`src/rtl/lrs_pkg.sv`:
```
package lrs_pkg;

    typedef enum logic [1:0] {
        MD_PASS    = 2'd0,
        MD_DOUBLE  = 2'd1,
        MD_ENLARGE = 2'd2,
        MD_SPARE   = 2'd3
    } scan_mode_e;

    typedef enum logic [1:0] {
        CMD_NONE = 2'd0,
        CMD_HOLD = 2'd1,
        CMD_INC  = 2'd2
    } line_cmd_e;

    // pattern lengths in output lines
    localparam int unsigned DBL_LEN = 2;
    localparam int unsigned ENL_LEN = 5;
    localparam int unsigned PH_W    = $clog2(ENL_LEN);

    typedef logic [PH_W-1:0] phase_t;

    // last phase value before wrap, per mode
    function automatic phase_t phase_last(scan_mode_e m);
        case (m)
            MD_DOUBLE:  return phase_t'(DBL_LEN - 1);
            MD_ENLARGE: return phase_t'(ENL_LEN - 1);
            default:    return '0;
        endcase
    endfunction

    // command for a line at a given phase
    function automatic line_cmd_e pick_cmd(scan_mode_e m, logic odd, phase_t ph);
        case (m)
            MD_DOUBLE:  return ((ph == '0) ^ odd) ? CMD_INC : CMD_HOLD;
            MD_ENLARGE: return (ph == phase_t'(0) || ph == phase_t'(2)) ? CMD_INC : CMD_HOLD;
            default:    return CMD_INC;
        endcase
    endfunction

endpackage

```
`src/rtl/lrs_field_latch.sv`:
```
module lrs_field_latch
    import lrs_pkg::*;
(
    input  logic       clk,
    input  logic       rst,
    input  logic       vsync,
    input  logic [1:0] mode_in,
    input  logic       odd_in,
    output scan_mode_e mode_q,
    output logic       odd_q
);
    always_ff @(posedge clk) begin
        if (rst) begin
            mode_q <= MD_PASS;
            odd_q  <= 1'b0;
        end else if (vsync) begin
            mode_q <= scan_mode_e'(mode_in);
            odd_q  <= odd_in;
        end
    end
endmodule

```
`src/rtl/lrs_phase_ctr.sv`:
```
module lrs_phase_ctr
    import lrs_pkg::*;
(
    input  logic       clk,
    input  logic       rst,
    input  logic       vsync,
    input  logic       line_stb,
    input  scan_mode_e mode_q,
    output phase_t     ph
);
    phase_t last;

    always_comb last = phase_last(mode_q);

    always_ff @(posedge clk) begin
        if (rst || vsync) begin
            ph <= '0;
        end else if (line_stb) begin
            ph <= (ph >= last) ? '0 : ph + phase_t'(1);
        end
    end
endmodule

```
`src/rtl/lrs_cmd_issue.sv`:
```
module lrs_cmd_issue
    import lrs_pkg::*;
(
    input  logic       clk,
    input  logic       rst,
    input  logic       vsync,
    input  logic       line_stb,
    input  scan_mode_e mode_q,
    input  logic       odd_q,
    input  phase_t     ph,
    output logic       fld_rst,
    output logic       line_hold,
    output logic       line_inc
);
    line_cmd_e cmd;

    always_comb begin
        cmd = CMD_NONE;
        if (line_stb && !vsync) cmd = pick_cmd(mode_q, odd_q, ph);
    end

    always_ff @(posedge clk) begin
        if (rst) begin
            fld_rst   <= 1'b0;
            line_hold <= 1'b0;
            line_inc  <= 1'b0;
        end else begin
            fld_rst   <= vsync;
            line_hold <= (cmd == CMD_HOLD);
            line_inc  <= (cmd == CMD_INC);
        end
    end
endmodule

```
`src/rtl/line_repeat_seq.sv`:
```
module line_repeat_seq
    import lrs_pkg::*;
(
    input  logic       clk,
    input  logic       rst,
    input  logic       line_stb,
    input  logic       vsync,
    input  logic [1:0] mode_sel,
    input  logic       field_odd,
    output logic       fld_rst,
    output logic       line_hold,
    output logic       line_inc
);
    scan_mode_e mode_q;
    logic       odd_q;
    phase_t     ph;

    lrs_field_latch u_latch (
        .clk     (clk),
        .rst     (rst),
        .vsync   (vsync),
        .mode_in (mode_sel),
        .odd_in  (field_odd),
        .mode_q  (mode_q),
        .odd_q   (odd_q)
    );

    lrs_phase_ctr u_phase (
        .clk      (clk),
        .rst      (rst),
        .vsync    (vsync),
        .line_stb (line_stb),
        .mode_q   (mode_q),
        .ph       (ph)
    );

    lrs_cmd_issue u_issue (
        .clk       (clk),
        .rst       (rst),
        .vsync     (vsync),
        .line_stb  (line_stb),
        .mode_q    (mode_q),
        .odd_q     (odd_q),
        .ph        (ph),
        .fld_rst   (fld_rst),
        .line_hold (line_hold),
        .line_inc  (line_inc)
    );
endmodule

```
`config.mk`:
```
export PLATFORM = sky130hd
export DESIGN_NAME = line_repeat_seq
export DESIGN_NICKNAME = d
export VERILOG_FILES = /design/src/rtl/lrs_pkg.sv /design/src/rtl/lrs_field_latch.sv /design/src/rtl/lrs_phase_ctr.sv /design/src/rtl/lrs_cmd_issue.sv /design/src/rtl/line_repeat_seq.sv
export SDC_FILE = /design/constraint.sdc
export NUM_CORES = 1
export LEC_CHECK = 0
export BUFFER_PORTS_ARGS = -buffer_cell sky130_fd_sc_hd__buf_2
export CORE_AREA = 2 2 39 41
export DETAILED_ROUTE_END_ITERATION = 7
export DIE_AREA = 0 0 41 43
export MAX_ROUTING_LAYER = met4
export PLACE_DENSITY = 0.58
export SKIP_CTS_REPAIR_TIMING = 1
export SLEW_MARGIN = 10
export SYNTH_ARGS = -nofsm -noshare
export SYNTH_HDL_FRONTEND = slang
export SYNTH_HIERARCHICAL = 1
export SYNTH_SLANG_ARGS = --single-unit
```
`constraint.sdc`:
```
create_clock -name clk -period 2.4 [get_ports clk]
set_input_delay 0.24 -clock clk [delete_from_list [all_inputs] [get_ports clk]]
set_output_delay 0.24 -clock clk [all_outputs]
set_load 0.01 [all_outputs]
```
* Word-level counts from Yosys, hierarchy flattened
Cells that the tools add are included.
** Word-level totals
- Word-level logic and storage cells :: 25
- Flip-flop bits (word level) :: 9
- Output and inout port bits :: 3
- Bits of input ports :: 7
** Cells by class
- Reductions and logical operators :: 5
- Add/subtract/negate cells :: 1
- Eq/ne operators :: 5
- Order comparisons :: 1
- Muxes and demuxes :: 6
- Bitwise operators :: 1
** Operator list (number)
- $mux W2 :: 3
- $pmux W3 S2 :: 1
- $eq A2 B1 Y1 const B :: 2
- $eq A2 B2 Y1 const B :: 2
- $pmux W2 S2 :: 1
- $add A3 B1 Y3 const B :: 1
- $eq A3 B2 Y1 const B :: 1
- $ge A3 B3 Y1 :: 1
- $logic_not A3 Y1 :: 1
- $mux W3 :: 1
- $logic_or A1 B1 Y1 :: 2
- $logic_and A1 B1 Y1 :: 1
- $logic_not A1 Y1 :: 1
- $xor A1 B1 Y1 :: 1

* Longest topological paths before layout
Gate-level depths: netlist of the first run.
- Depth in word-level cells :: 6
- Depth in mapped cells :: 5
- Mapped depth without buffers :: 5

* Modules after synthesis
Netlist of the first run, hierarchy kept.
** Modules (own cells, without submodules)
- lrs_cmd_issue :: area each 226.5 sq um, sequential area each 60.1 sq um, cells an instance 23, times used 1
- lrs_phase_ctr :: area each 185.2 sq um, sequential area each 60.1 sq um, cells an instance 20, times used 1
- lrs_field_latch :: area each 101.3 sq um, sequential area each 60.1 sq um, cells an instance 9, times used 1

* Worst setup path after synthesis of the first run
No wires, ideal clock.
- Path type :: register to register
- Start :: register u_latch.mode_q[0]
- End :: register u_issue.line_hold
- Clock period less this slack :: 1371 ps
- Setup slack :: 1029 ps
- Required time :: 2297 ps
- Arrival :: 1268 ps
- Stages on the path, launching flop included :: 5
- Path buffers :: 0
- Library setup time :: 103 ps
- Cells stage by stage :: dfxtp_1 -> inv_1 -> ha_1 -> a211o_1 -> a2111oi_2
** Between the ends
- Word-level cells in the longest chain between the ends :: 4
- Elaborated cells on any way between the ends :: 5
- Classes of those cells :: 3 x eq/ne; 2 x mux
** RTL lines
- start, declared :: RTL line lrs_field_latch.sv:9 : output scan_mode_e mode_q,
- start signal, assigned :: RTL line lrs_field_latch.sv:17 : mode_q <= scan_mode_e'(mode_in);
- $eq A2 B2 Y1 / $eq A2 B1 Y1 (equally long branches) :: RTL line lrs_pkg.sv:34 : case (m)
- $pmux W2 S2 (*) :: RTL line lrs_pkg.sv:34
- $mux W2 (*) :: RTL line lrs_cmd_issue.sv:19 : if (line_stb && !vsync) cmd = pick_cmd(mode_q, odd_q, ph);
- $eq A2 B1 Y1 (*) :: RTL line lrs_cmd_issue.sv:29 : line_hold <= (cmd == CMD_HOLD);
- end signal, assigned :: RTL line lrs_cmd_issue.sv:29
- end, declared :: RTL line lrs_cmd_issue.sv:12 : output logic line_hold,
Every way passes the cells marked *; elsewhere a longest branch is shown, timed or not.
A chain may end at the register's enable or synchronous reset.

* Worst setup path after layout of the first run
Ends and elaborated chain as after synthesis.

==> results of run 1 <==
==> sequential cells by signal, indices dropped and copies added (netlist names) <==
name	count
u_phase/ph	3
u_issue/fld_rst	1
u_issue/line_hold	1
u_latch/mode_q	2
u_issue/line_inc	1
u_latch/odd_q	1
==> final cells by class <==
class | count | area [µm²] | share of cell area (%)
timing repair buffer | 9 | 45.0 | 7.45
multi-input combinational | 39 | 318 | 52.6
sequential | 9 | 180 | 29.8
clock buffer | 4 | 26.3 | 4.35
inverter | 4 | 15.0 | 2.48
tap | 16 | 20.0 | 3.31
==> worst max-delay path by stage <==
stage                       from                 to  depth (start not counted)
6_report       u_latch/mode_q[0]  u_issue/line_hold                          5
5_1_grt        u_latch/mode_q[0]  u_issue/line_hold                          5
4_1_cts        u_latch/mode_q[0]  u_issue/line_hold                          5
3_5_place_dp   u_latch/mode_q[0]  u_issue/line_hold                          5
3_3_place_gp   u_latch/mode_q[0]  u_issue/line_hold                          5
2_1_floorplan  u_latch/mode_q[0]  u_issue/line_hold                          4
==> cell usage after synthesis, types with 2 or more instances <==
library cell / number / area [µm²]
dfxtp_1: 9 / 180
ha_1: 5 / 62.6
inv_1: 4 / 15.0
mux2i_1: 4 / 40.0
nor2_1: 8 / 30.0
nor2b_1: 2 / 12.5
o21ai_0: 2 / 10.0
==> stage by stage <==
stage | instance area [µm²] | power (mW)
floorplan | 513 | 0.191
global placement | 578 | 0.205
detailed placement | 578 | 0.206
CTS | 604 | 0.329
global route | 604 | 0.338
finish | 604 | 0.319
==> critical path, delay by kind of cell, from the launching register on <==
| family | cells | cell delay [ns] |
|---|---|---|
| simple gates | 1 | 0.20 |
| buf+inv | 1 | 0.06 |
| fa+ha+maj | 1 | 0.33 |
| compound gates | 2 | 0.44 |
| flops | 1 | 0.38 |
==> power breakdown <==
| group | internal [mW] | total (mW) | switching (mW) |
|---|---|---|---|
| logic | 0.0219 | 0.0427 | 0.0209 |
| registers | 0.155 | 0.160 | 0.00526 |
| clock network | 0.0640 | 0.117 | 0.0527 |
| total | 0.241 | 0.319 | 0.0788 |
==> kinds of logic (layout without fill, tap and decap cells) <==
kind of cell / after synthesis / after routing / share of synthesized area [%]
AND/OR/NAND/NOR: 19 / 19 / 23.9
AO/OA/AOI/OAI: 9 / 9 / 14.6
flip-flops: 9 / 9 / 35.1
adder cells (fa/ha/maj): 5 / 5 / 12.2
multiplexers: 4 / 4 / 7.81
buffers and inverters: 4 / 17 / 2.93
XOR/XNOR: 2 / 2 / 3.42
==> per-layer routing <==
layer | vias up | part of all wire [%]
met4 | 0 | 1.9
met3 | 2 | 2.2
met2 | 4 | 47
met1 | 166 | 49
li1 | 210 | -
met5 | - | 0
==> flow_summary_export.csv, run 1 <==
group,metric,value,unit
cts,clk_pin_slew,0.06,ns
routing,ant_nets,0,
routing,drt_first_pass_iters,4,
sta,tns,0,ns
yosys,synth-edff-count,0,
global_route,grt_usage,14.6,%
final_layout,layout_common_cells,"buf_2, dfxtp_1, nor2_1",
worst_setup_path,r2r_start,"u_latch/mode_q[0]",
placement,dpl.cell_count,77,
floorplanning,fp.coreArea,1380,µm²
global_route,grtUsageMet2,19.7,%
yosys,yosysSeqAreaShare,35.1,%
worst_setup_path,crit_fanout,5,
sta,min_period,1.52,ns
floorplanning,rows,14,
yosys,syn-num-nets,64,
placement,gp_routability_congestion,0.690,
run,maxCapViolations,0,
worst_setup_path,slowest_delay,0.38,ns
sta,tightest_slew,0.505,ns
yosys,yosys_warnings,6,
placement,io_buffers,9,
sta,fin_ws,0.883,ns
final_layout,layout-drive-gt1-share,26.2,%
final_layout,area.growth.synth_to_final,17.8,%
placement,post-place-ws,0.879,ns
yosys,ys_ff_latch,9,
yosys,netlist_area,513,µm²
global_route,grt_antenna_before_repair,0,
yosys,synthArstFlopShare,0,%
global_route,busiest_layer,"met2",
sta,slew_headroom,65.9,%
cts,cts_sinks,9,
placement,dp_hpwl,697,µm
worst_setup_path,rrSetupSlack,0.88,ns
final_layout,fin_util,43.7,%
cts,cts_tree,"built",
run_status,status,"complete, no violations",
yosys,synthDistinctLibCells,25,
global_route,use_met1,18.7,%
sta,fmax,659,MHz
routing,drt-total-wl,905,µm
routing,vias,382,
worst_setup_path,reg2reg_to,"u_issue/line_hold",
final_layout,final_nets,78,
floorplanning,die_y,43,µm
yosys,postSynthCellCount,52,
floorplanning,dieArea,1760,µm²
power_and_ir_drop,ir_drop,217,µV
cts,numCtsBuffers,3,
hold_path,hp-class,"in -> reg",
power_and_ir_drop,power.density,529,nW/µm²
yosys,synthFlopType,"dfxtp_1",
worst_setup_path,start_kind,"flop",
routing,routed_via_density,4.72,
sta,finalSetupViolCount,0,
worst_setup_path,critPathCaptureType,"flop",
worst_setup_path,worst_ep_arrival_time,1.67,ns
worst_setup_path,r2r.worst_path.cells,5,
hold_path,worstHoldStart,"mode_sel[0]",
cts,cts_root_buffer,"clkbuf_4",
routing,drcViolationCount,0,
sta,final.period_utilization,63.2,%
sta,hold_viol,0,
sta,final_max_slew_viol_count,0,
cts,ctsHtreeMaxLevel,1,
yosys,syn_avg_cell_area,9.87,µm²
global_route,use_met3,3.14,%
floorplanning,initial_utilization,37.1,%
final_layout,layout.cells.non_filler,81,
sta,fin_skew,0.00525,ns
hold_path,whs_path_depth,3,
worst_setup_path,cp_cell_sequence,"inv_1, ha_1, and2b_1, o21ai_0, a2111oi_2",
global_route,grt_pass1_wl,1640,µm
worst_setup_path,cp_slowest_cell,"dfxtp_1",
routing,wl_per_cell,11.2,µm
hold_path,hold_end,"u_latch/mode_q[0]",
worst_setup_path,required,2.55,ns
floorplanning,die_width,41,µm
routing,drt_iter0_drc,6,
cts,clk_latency,0.26,ns
cts,clockBufferDepth,2,
global_route,grt_pass1_vias,379,
worst_setup_path,critPathKind,"reg -> reg",
final_layout,fill_cells,140,
sta,grt_setup_unrepaired,"no",
sta,timing.hold.ws,0.224,ns
final_layout,n_antenna_cell,0,
global_route,overflow,0,
power_and_ir_drop,power_leakage,0.262,nW
global_route,grt_max_degree,8,
floorplanning,io_pins,10,
Power figures use the tool's default switching activity.
==> run 2, diff against run 1 <==
clock period = 1.44 ns   (was 2.4 ns; I/O delays follow)
==> run 2 against run 1 <==
  * Critical path type unchanged
  * Utilization is 6.7 points higher
  * Hold slack worse by 0.10 ns
  * Global-route usage is 0.088 points lower
==> flow_summary_export.csv, run 2 (synthesized netlist as in run 1, its figures left out) <==
group,metric,value,unit
floorplanning,fp.coreArea,1380,µm²
routing,vias,417,
global_route,grt_usage,14.5,%
placement,dp_hpwl,704,µm
sta,hold_viol,0,
placement,dpl_cell_area,593,µm²
power_and_ir_drop,power.density,794,nW/µm²
routing,wl_per_cell,11.6,µm
worst_setup_path,required,1.60,ns
sta,min_period,1.35,ns
cts,numCtsBuffers,3,
cts,cts_tree,"built",
worst_setup_path,r2r_start,"u_phase/ph[2]",
routing,drt_iter0_drc,12,
global_route,grtUsageMet2,20.0,%
sta,tightest_slew,0.329,ns
cts,clk_latency,0.26,ns
power_and_ir_drop,ir_drop,485,µV
global_route,grt_max_degree,8,
cts,cts_root_buffer,"clkbuf_4",
final_layout,n_antenna_cell,0,
global_route,grt_pass1_wl,1630,µm
worst_setup_path,rrSetupSlack,0.09,ns
sta,fin_skew,0.00187,ns
cts,clk_pin_slew,0.06,ns
cts,clockBufferDepth,2,
run,maxCapViolations,0,
final_layout,final_common_cell,"buf_2",
global_route,overflow,0,
placement,gp_routability_congestion,0.674,
global_route,use_met1,16.2,%
routing,drt-total-wl,977,µm
floorplanning,rows,14,
hold_path,worstHoldStart,"field_odd",
final_layout,layout.cells.non_filler,84,
final_layout,fin_util,50.4,%
final_layout,top_regs,"u_phase/ph: 3 flops, u_latch/mode_q: 2 flops",
sta,final_max_slew_viol_count,0,
sta,tns,0,ns
final_layout,layout_common_cells,"buf_2, nor2_1, dfxtp_1",
routing,drt_first_pass_iters,4,
worst_setup_path,cp_cell_sequence,"o311ai_2, o41ai_1, buf_4, a2111oi_2",
sta,slew_headroom,78.0,%
global_route,grt_antenna_before_repair,0,
final_layout,layout-drive-gt1-share,45.6,%
sta,fin_ws,0.0899,ns
cts,cts_sinks,9,
power_and_ir_drop,fin_total_pwr,553,µW
floorplanning,die_y,43,µm
sta,finalSetupViolCount,0,
sta,final.period_utilization,93.8,%
worst_setup_path,crit_fanout,6,
worst_setup_path,critPathKind,"reg -> reg",
final_layout,largest-register,"u_phase/ph",
sta,timing.hold.ws,0.121,ns
placement,post-place-ws,-0.0699,ns
placement,io_buffers,9,
final_layout,final_cell_area,697,µm²
worst_setup_path,critPathCaptureType,"flop",
floorplanning,die_width,41,µm
floorplanning,io_pins,10,
placement,dpl.cell_count,79,
final_layout,final_nets,81,
final_layout,area.growth.synth_to_final,35.9,%
worst_setup_path,slowest_delay,0.39,ns
global_route,busiest_layer,"met2",
routing,drcViolationCount,0,
run_status,status,"complete, no violations",
floorplanning,dieArea,1760,µm²
worst_setup_path,worst_ep_arrival_time,1.51,ns
floorplanning,initial_utilization,37.1,%
global_route,grt_pass1_vias,405,
power_and_ir_drop,power_leakage,0.280,nW
routing,ant_nets,0,
final_layout,largest_reg_flops,3,
global_route,use_met3,7.85,%
routing,routed_via_density,4.96,
worst_setup_path,start_kind,"flop",
worst_setup_path,cp_slowest_cell,"dfxtp_1",
cts,ctsHtreeMaxLevel,1,
worst_setup_path,startpoint,"u_phase/ph[2]",
sta,fmax,741,MHz
hold_path,hp-class,"in -> reg",
[run 2: cell count changes in the layout (fill, tap and decap cells not counted), sizes merged]
cell	previous run	this run
buf	9	12
[run 2: path summary, 6_finish.rpt]
| kind | end | cells after the start |
|---|---|---|
| worst max register to register | u_issue/line_hold | 4 |
| worst max-delay path | u_issue/line_hold | 4 |
| worst min-delay path | u_latch/odd_q | 3 |
| worst min register to register | u_latch/mode_q[1] | 2 |
[run 2: final cells by class]
cell class                 count  area [µm²]
clock buffer                   4        26.3
fill                         138         687
inverter                       4        15.0
multi-input combinational     39         375
sequential                     9         189
tap                           16        20.0
timing repair buffer          12        71.3
[run 2: per-layer routing]
layer	part of all wire [%]	wire length (µm)
met1	45	442
met2	49	482
met3	4.3	42
met5	0	0
met4	0.92	9
[run 2: report_power, final]
| group | switching [mW] | internal (mW) |
|---|---|---|
| combinational | 0.0418 | 0.0496 |
| clock | 0.0868 | 0.107 |
| sequential | 0.0114 | 0.257 |
| total | 0.140 | 0.413 |
[run 2: critical path: cells and delay by family (launching register included)]
family,cells,cell delay (ns)
buf+inv,1,0.15
flops,1,0.39
compound gates,3,0.72
==> run 3, diff against run 2 <==
HOLD_SLACK_MARGIN = 0.1   (was default)
PLACE_DENSITY = 0.59   (was 0.58)
==> run 3 against run 2 <==
  * Sequential share of layout area down 0.37 points
  * Utilization up 0.36 points
  * Clock power up 3%
  * Critical path depth up 1
  * Cell count unchanged
==> flow_summary_export.csv, run 3 (synthesized netlist as in run 1, its figures left out) <==
group,metric,value,unit
worst_setup_path,cp_slowest_cell,"dfxtp_4",
sta,slew_headroom,77.9,%
sta,finalSetupViolCount,0,
cts,cts_tree,"built",
placement,io_buffers,9,
placement,gp_routability_congestion,0.697,
final_layout,layout-drive-gt1-share,48.5,%
worst_setup_path,worst_ep_arrival_time,1.55,ns
routing,drt_iter0_drc,8,
final_layout,layout_common_cells,"buf_2, nor2_1, dfxtp_1",
final_layout,final_common_cell,"buf_2",
hold_path,hp-class,"in -> reg",
worst_setup_path,crit_buf_inv,1,
power_and_ir_drop,ir_drop,576,µV
global_route,grt_max_degree,8,
sta,fin_ws,0.0508,ns
sta,hold_viol,0,
cts,numCtsBuffers,3,
global_route,overflow,0,
worst_setup_path,cp_cell_sequence,"inv_1, ha_2, nand2b_4, a211o_1, a2111oi_4",
power_and_ir_drop,power_leakage,0.285,nW
routing,drcViolationCount,0,
sta,grt_setup_unrepaired,"no",
final_layout,n_antenna_cell,0,
placement,post-place-ws,-0.0587,ns
floorplanning,io_pins,10,
power_and_ir_drop,power.density,797,nW/µm²
routing,ant_nets,0,
worst_setup_path,slowest_delay,0.36,ns
global_route,grt_pass1_vias,366,
floorplanning,fp.coreArea,1380,µm²
routing,vias,432,
worst_setup_path,path_delay_family,"compound AO/OA/AOI/OAI gates",
final_layout,multi_input_area,385,µm²
routing,wl_per_cell,11.7,µm
placement,dp_hpwl,710,µm
cts,clk_pin_slew,0.07,ns
sta,fin_skew,0.00599,ns
run,maxCapViolations,0,
run_status,status,"complete, no violations",
sta,min_period,1.39,ns
sta,final_max_slew_viol_count,0,
final_layout,largest-register,"u_phase/ph",
placement,dpl_cell_area,593,µm²
floorplanning,dieArea,1760,µm²
final_layout,top_regs,"u_phase/ph: 3 flops, u_latch/mode_q: 2 flops",
global_route,grt_antenna_before_repair,0,
floorplanning,die_y,43,µm
routing,routed_via_density,5.14,
hold_path,whs_path_depth,3,
final_layout,seqCellArea,188,µm²
sta,final.period_utilization,96.5,%
cts,clk_latency,0.26,ns
worst_setup_path,start_kind,"flop",
routing,drt-total-wl,984,µm
worst_setup_path,cp.depth,5,
worst_setup_path,critPathKind,"reg -> reg",
final_layout,area.growth.synth_to_final,36.8,%
final_layout,final_cell_area,702,µm²
routing,drt_first_pass_iters,4,
worst_setup_path,crit_fanout,4,
cts,ctsHtreeMaxLevel,1,
worst_setup_path,required,1.60,ns
final_layout,final_nets,81,
sta,tightest_slew,0.331,ns
final_layout,fin_util,50.7,%
sta,fmax,720,MHz
cts,cts_sinks,9,
worst_setup_path,r2r.worst_path.cells,5,
global_route,grt_pass1_wl,1610,µm
floorplanning,rows,14,
cts,cts_root_buffer,"clkbuf_4",
worst_setup_path,critPathCaptureType,"flop",
floorplanning,die_width,41,µm
global_route,grt_usage,14.6,%
final_layout,fill_cells,128,
floorplanning,initial_utilization,37.1,%
final_layout,largest_reg_flops,3,
cts,clockBufferDepth,2,
## run 3: worst register-to-register path, cell delays in order, from the launching register on
cell and delay [ns]:
dfxtp_4 0.36, inv_1 0.07, ha_2 0.21, nand2b_4 0.06, a211o_1 0.30, a2111oi_4 0.29
## run 3: path summary, 6_finish.rpt
path	slack, ns	to	startpoint
setup / recovery	0.05	u_issue/line_hold	u_latch/mode_q[1]
hold / removal	0.12	u_latch/odd_q	field_odd
setup reg to reg	0.05	u_issue/line_hold	u_latch/mode_q[1]
hold reg to reg	0.55	u_latch/mode_q[1]	u_latch/mode_q[1]
## run 3: routing by layer
| metal | vias up | track usage [%] | share of wire (%) |
|---|---|---|---|
| li1 | 219 | - | - |
| met1 | 201 | 17.5 | 45 |
| met2 | 8 | 20.6 | 49 |
| met3 | 4 | 3.14 | 2.4 |
| met4 | 0 | 10.0 | 2.9 |
| met5 | - | - | 0 |
## run 3: final cells by class
type | instances | area share, %
inverters | 4 | 2.14
multi-input cells | 39 | 54.9
clock buffers | 4 | 3.74
flip-flops and latches | 9 | 26.7
well taps | 16 | 2.85
repair buffers | 12 | 9.63
## run 3: power breakdown
part	leakage, nW	internal [mW]	switching (mW)	total, mW
logic	0.194	0.0478	0.0439	0.0917
registers	0.0756	0.258	0.0104	0.268
clock network	0.0150	0.107	0.0928	0.200
total	0.285	0.412	0.147	0.560
## run 3: per-stage QoR
| step | power, mW | hold WS (ns) | std cells | TNS [ns] |
|---|---|---|---|---|
| 2_1_floorplan | 0.318 | 0.216 | 52 | 0 |
| 3_3_place_gp | 0.347 | 0.384 | 79 | -0.0511 |
| 3_5_place_dp | 0.349 | 0.389 | 79 | -0.0587 |
| 4_1_cts | 0.552 | 0.114 | 83 | -0.0728 |
| 5_1_grt | 0.586 | 0.144 | 84 | 0 |
| 6_report | 0.560 | 0.122 | 84 | 0 |
